## src/rtl/nib_alu_pkg.sv

```systemverilog
// Package: shared operation and condition encodings for the 4-bit ALU core.
// Assumes: op and condition codes are decoded only through these types.
package nib_alu_pkg;

    localparam int OP_W   = 2;
    localparam int COND_W = 3;

    typedef enum logic [OP_W-1:0] {
        OP_ADD = 2'b00,
        OP_AND = 2'b01,
        OP_OR  = 2'b10,
        OP_XOR = 2'b11
    } alu_op_e;

    typedef enum logic [COND_W-1:0] {
        CND_ALWAYS = 3'b000,
        CND_ZS     = 3'b001,
        CND_ZC     = 3'b010,
        CND_CS     = 3'b011,
        CND_CC     = 3'b100,
        CND_VS     = 3'b101,
        CND_VC     = 3'b110,
        CND_NEVER  = 3'b111
    } cond_e;

    typedef struct packed {
        logic c;
        logic v;
        logic z;
    } flags_t;

endpackage

```

## src/rtl/nib_ripple_adder.sv

```systemverilog
// Module: ripple-carry adder with the carry into its top bit brought out.
// Assumes: WIDTH >= 2; carry-in is zero for the ALU's add.
module nib_ripple_adder #(
    parameter int WIDTH = 4
) (
    input  logic [WIDTH-1:0] add_a,
    input  logic [WIDTH-1:0] add_b,
    input  logic             add_cin,
    output logic [WIDTH-1:0] add_sum,
    output logic             add_cout,
    output logic             add_cmsb
);

    logic [WIDTH:0] carry;

    assign carry[0] = add_cin;

    // One full-adder stage for each bit position.
    for (genvar i = 0; i < WIDTH; i++) begin : g_stage
        logic prop;
        assign prop           = add_a[i] ^ add_b[i];
        assign add_sum[i]     = prop ^ carry[i];
        assign carry[i+1]     = (add_a[i] & add_b[i]) | (prop & carry[i]);
    end

    assign add_cout = carry[WIDTH];
    assign add_cmsb = carry[WIDTH-1];

endmodule

```

## src/rtl/nib_datapath.sv

```systemverilog
// Module: combinational ALU datapath: add, and, or, xor, selected by the op code.
// Assumes: the op code is one of the four package encodings.
module nib_datapath
    import nib_alu_pkg::*;
#(
    parameter int WIDTH = 4
) (
    input  logic [WIDTH-1:0] dp_a,
    input  logic [WIDTH-1:0] dp_b,
    input  alu_op_e          dp_op,
    output logic [WIDTH-1:0] dp_res,
    output logic             dp_is_add,
    output logic             dp_carry,
    output logic             dp_ovf,
    output logic             dp_zero
);

    logic [WIDTH-1:0] sum;
    logic             cout;
    logic             cmsb;

    nib_ripple_adder #(.WIDTH(WIDTH)) u_adder (
        .add_a   (dp_a),
        .add_b   (dp_b),
        .add_cin (1'b0),
        .add_sum (sum),
        .add_cout(cout),
        .add_cmsb(cmsb)
    );

    // Pick the result for the selected operation.
    always_comb begin
        unique case (dp_op)
            OP_ADD:  dp_res = sum;
            OP_AND:  dp_res = dp_a & dp_b;
            OP_OR:   dp_res = dp_a | dp_b;
            default: dp_res = dp_a ^ dp_b;
        endcase
    end

    assign dp_is_add = (dp_op == OP_ADD);
    assign dp_carry  = cout;
    assign dp_ovf    = cout ^ cmsb;
    assign dp_zero   = ~|dp_res;

endmodule

```

## src/rtl/nib_flag_reg.sv

```systemverilog
// Module: status flag register. Zero loads on every write; carry and overflow
// load only on an add write and hold otherwise.
// Assumes: synchronous active-low reset; the write enable is already decoded.
module nib_flag_reg
    import nib_alu_pkg::*;
(
    input  logic   clk,
    input  logic   rst_n,
    input  logic   fr_we,
    input  logic   fr_is_add,
    input  logic   fr_carry,
    input  logic   fr_ovf,
    input  logic   fr_zero,
    output flags_t fr_q
);

    flags_t nxt;

    // Next-state rule for the flags.
    always_comb begin
        nxt = fr_q;
        if (fr_we) begin
            nxt.z = fr_zero;
            if (fr_is_add) begin
                nxt.c = fr_carry;
                nxt.v = fr_ovf;
            end
        end
    end

    // Flag storage with synchronous reset.
    always_ff @(posedge clk) begin
        if (!rst_n) fr_q <= '0;
        else        fr_q <= nxt;
    end

endmodule

```

## src/rtl/nib_cond_eval.sv

```systemverilog
// Module: branch condition check. Each code reads at most one stored flag.
// Assumes: purely combinational; it writes no state.
module nib_cond_eval
    import nib_alu_pkg::*;
(
    input  cond_e  ce_code,
    input  flags_t ce_flags,
    output logic   ce_take
);

    // Read the one flag that the code names, with its polarity.
    always_comb begin
        unique case (ce_code)
            CND_ALWAYS: ce_take = 1'b1;
            CND_ZS:     ce_take =  ce_flags.z;
            CND_ZC:     ce_take = ~ce_flags.z;
            CND_CS:     ce_take =  ce_flags.c;
            CND_CC:     ce_take = ~ce_flags.c;
            CND_VS:     ce_take =  ce_flags.v;
            CND_VC:     ce_take = ~ce_flags.v;
            default:    ce_take = 1'b0;
        endcase
    end

endmodule

```

## src/rtl/nib_alu_core.sv

```systemverilog
// Module: top of the 4-bit ALU with its flag register and branch condition check.
// Assumes: the result is used in the same cycle; the flags are visible after the edge.
module nib_alu_core
    import nib_alu_pkg::*;
#(
    parameter int WIDTH = 4
) (
    input  logic              clk,
    input  logic              rst_n,
    input  logic [WIDTH-1:0]  opnd_a,
    input  logic [WIDTH-1:0]  opnd_b,
    input  logic [OP_W-1:0]   op_sel,
    input  logic              flag_we,
    input  logic [COND_W-1:0] cond_sel,
    output logic [WIDTH-1:0]  result,
    output logic              flag_c,
    output logic              flag_v,
    output logic              flag_z,
    output logic              branch_take
);

    logic   is_add;
    logic   nc;
    logic   nv;
    logic   nz;
    flags_t flags;

    nib_datapath #(.WIDTH(WIDTH)) u_dp (
        .dp_a     (opnd_a),
        .dp_b     (opnd_b),
        .dp_op    (alu_op_e'(op_sel)),
        .dp_res   (result),
        .dp_is_add(is_add),
        .dp_carry (nc),
        .dp_ovf   (nv),
        .dp_zero  (nz)
    );

    nib_flag_reg u_flags (
        .clk      (clk),
        .rst_n    (rst_n),
        .fr_we    (flag_we),
        .fr_is_add(is_add),
        .fr_carry (nc),
        .fr_ovf   (nv),
        .fr_zero  (nz),
        .fr_q     (flags)
    );

    nib_cond_eval u_cond (
        .ce_code (cond_e'(cond_sel)),
        .ce_flags(flags),
        .ce_take (branch_take)
    );

    assign flag_c = flags.c;
    assign flag_v = flags.v;
    assign flag_z = flags.z;

endmodule

```

## config.mk

```make
export PLATFORM = sky130hd
export DESIGN_NAME = nib_alu_core
export DESIGN_NICKNAME = d
export VERILOG_FILES = /design/src/rtl/nib_alu_pkg.sv /design/src/rtl/nib_ripple_adder.sv /design/src/rtl/nib_datapath.sv /design/src/rtl/nib_flag_reg.sv /design/src/rtl/nib_cond_eval.sv /design/src/rtl/nib_alu_core.sv
export SDC_FILE = /design/constraint.sdc
export NUM_CORES = 1
export LEC_CHECK = 0
export BUFFER_PORTS_ARGS = -buffer_cell sky130_fd_sc_hd__buf_4
export CORE_AREA = 2 2 39 41
export CTS_BUF_LIST = sky130_fd_sc_hd__clkbuf_8
export CTS_CLUSTER_SIZE = 40
export DETAILED_ROUTE_END_ITERATION = 12
export DIE_AREA = 0 0 41 43
export HOLD_SLACK_MARGIN = 0.15
export MAX_ROUTING_LAYER = met4
export PLACE_DENSITY = 0.76
export RECOVER_POWER = 100
export SLEW_MARGIN = 20
export SYNTH_ARGS = -nofsm -noshare
export SYNTH_HDL_FRONTEND = slang
export SYNTH_SLANG_ARGS = --single-unit
```

## constraint.sdc

```tcl
create_clock -name clk -period 3.1 [get_ports clk]
set_clock_uncertainty 0.2 [all_clocks]
set_input_delay 0.155 -clock clk [delete_from_list [all_inputs] [get_ports clk]]
set_output_delay 0.155 -clock clk [all_outputs]
set_load 0.01 [all_outputs]
```

==> flow_metrics.tcl <==
set metrics [dict create \
    crit_path_start_kind "primary input" \
    avgRoutedWirePerCell_um 10.3 \
    power.density_mw_per_mm2 327 \
    fin_setup_tns_ns 0 \
    fp.coreArea_sq_mm 0.00138 \
    synth_top_area_cell "ha_1" \
    overflow 0 \
    finalWirelength_um 1040 \
    synthFlopType "dfxtp_1" \
    ys_seq_area_share_pct 11.5 \
    final_nets 113 \
    required_ns 2.74 \
    async_reset_ff_share_pct 0 \
    io_pins 24 \
    tritoncts "yes" \
    numClockSinks 3 \
    max_flop_register "u_flags.fr_q" \
    dpl.hpwl_um 915 \
    clk_latency_ns 0.22 \
    cp_max_fo 2 \
    finalHoldWorstSlack_ns 0.183 \
    max_freq_ghz 0.347 \
    diodes 0 \
    row_count 14 \
    relSlewSlack_pct 75.0 \
    synthesis.nets 82 \
    netlist_area_sq_um 520 \
    path_clk_slew_ns 0.03 \
    top_regs "u_flags.fr_q: 3 flops" \
    vias 481 \
    drive_gt1_share_pct 27.1 \
    arrival_ns 2.53 \
    routed.top_layer "met4" \
    rsz0062_at_grt "no" \
    drt_pass1_iterations 1 \
    root_buffer "clkbuf_8" \
    die_y_um 43 \
    clock_path_buffers 2 \
    post-route-util_pct 54.3 \
    ys_top_cells_by_area "ha_1 (19%), dfxtp_1 (12%), fa_1 (12%)" \
    dieArea_sq_mm 0.00176 \
    crit_path_end_kind "output pin" \
    grt_pass1_wl_um 1770 \
    slew_viol_final 0 \
    synth.avg_cell_area_sq_um 9.46 \
    grt_pass1_vias 473 \
    post-route-min-period_ns 2.89 \
    yosysWarnings 0 \
    chipWidth_um 41 \
    groute.usage.overall_pct 15.7 \
    largest_reg_flops 3 \
    synth_edf_count 0 \
    postRouteAntennaNets 0 \
    p_leak_nw 0.369 \
    cts_max_level 1 \
    met1_length_um 402 \
    hold_viol 0 \
    gp_congestion 0.697 \
    synth_common_cells "inv_1 (16), ha_1 (8), mux2i_1 (5)" \
    outcome "complete, no violations" \
    min_path_type "in2reg" \
    synth_top_area_share_pct 19.2 \
    antenna_found_initial 0 \
    port_buffers 23 \
    worstSetupPathType "in2out" \
    cts_buffers 3 \
    irDropWorstVdd_mv 0.243 \
    syn2layout_area_growth_pct 44.5 \
    first_iter_violations 0 \
    cap_violations 0 \
    synthCells 55 \
    wl_met2_um 551 \
    viasPerCell 4.76 \
    post-route-period-util_pct 93.1 \
    synth.distinct_cells 19 \
    ys_ff_latch 3 \
    worst_pin_slew_ns 0.375 \
    fillers 136 \
    synth_most_common_cell "inv_1" \
    start_util_pct 37.6 \
    cts_setup_buffers 0 \
    setup_violations 0 \
    drc_errors 0 \
    grt_max_degree 8 \
    wl_met3_um 62 \
]
-- repair_timing --
action	CTS	global route
hold buffers	2	0
setup endpoints to repair	0	0
gates resized for setup	0	0
hold endpoints to repair	3	0
-- through the flow --
stage               total power [mW]  setup slack, ns  instances  instance area (sq um)
floorplan                     0.0936            0.163         55                    520
global placement               0.137            0.110         95                    717
detailed placement             0.141           0.0138         95                    717
CTS                            0.262            0.220        101                    782
global route                   0.266           0.0876        101                    752
finish                         0.246            0.214        101                    752
-- layout by cell type (no fill, tap or decap), types with 2 or more instances in the layout --
master         synthesis  final
buf_4                  0     16
clkbuf_8               0      3
mux2i_1                5      5
a211oi_1               2      2
nor2b_1                3      3
dfxtp_1                3      3
dlygate4sd3_1          0      2
fa_1                   3      3
clkbuf_1               0      8
ha_1                   8      8
mux4_2                 2      2
a21oi_1                3      3
inv_1                 16     17
-- routing by layer --
| metal | GRT usage, % | vias up |
|---|---|---|
| li1 | - | 242 |
| met1 | 15.9 | 223 |
| met2 | 24.7 | 13 |
| met3 | 6.28 | 3 |
| met4 | 8.00 | 0 |
| met5 | - | - |
-- report_power, final --
part	total, mW	switching, mW	internal [mW]
clock	0.114	0.0291	0.0845
combinational	0.0893	0.0394	0.0499
sequential	0.0434	0.00249	0.0409
-- cells by family after synthesis --
| family | Yosys count | synth area share [%] |
|---|---|---|
| AOI/OAI and AO/OA | 7 | 8.41 |
| xor gates and xnor gates | 1 | 1.68 |
| adders and majority gates | 11 | 30.8 |
| buffers and inverters | 17 | 13.7 |
| DFF | 3 | 11.5 |
| muxes | 9 | 25.5 |
| and+or+nand+nor | 7 | 8.41 |
-- final timing paths --
path	startpoint	end	slack [ns]	depth (start not counted)
setup / recovery	opnd_a[0]	result[3]	0.21	10
hold / removal	op_sel[1]	u_flags.fr_q[2]	0.18	4
setup reg to reg	u_flags.fr_q[0]	u_flags.fr_q[0]	2.23	2
hold reg to reg	u_flags.fr_q[2]	u_flags.fr_q[2]	0.37	2
-- worst max-delay path, cell delays in order --
cell and delay, ns:
clkbuf_1 0.09, ha_1 0.18, inv_1 0.06, fa_1 0.37, fa_1 0.39, inv_1 0.08
fa_1 0.41, mux4_1 0.52, clkbuf_4 0.15, buf_4 0.13
-- cell type report --
cell class	instances	area, sq um	area share [%]
multi-input combinational	35	389	51.7
timing repair buffer	27	178	23.6
sequential	3	60.1	7.99
inverter	16	60.1	7.99
clock buffer	3	41.3	5.49
tap	16	20.0	2.66
clock inverter	1	3.75	0.499
No activity file was read; power rests on OpenSTA's default activity.
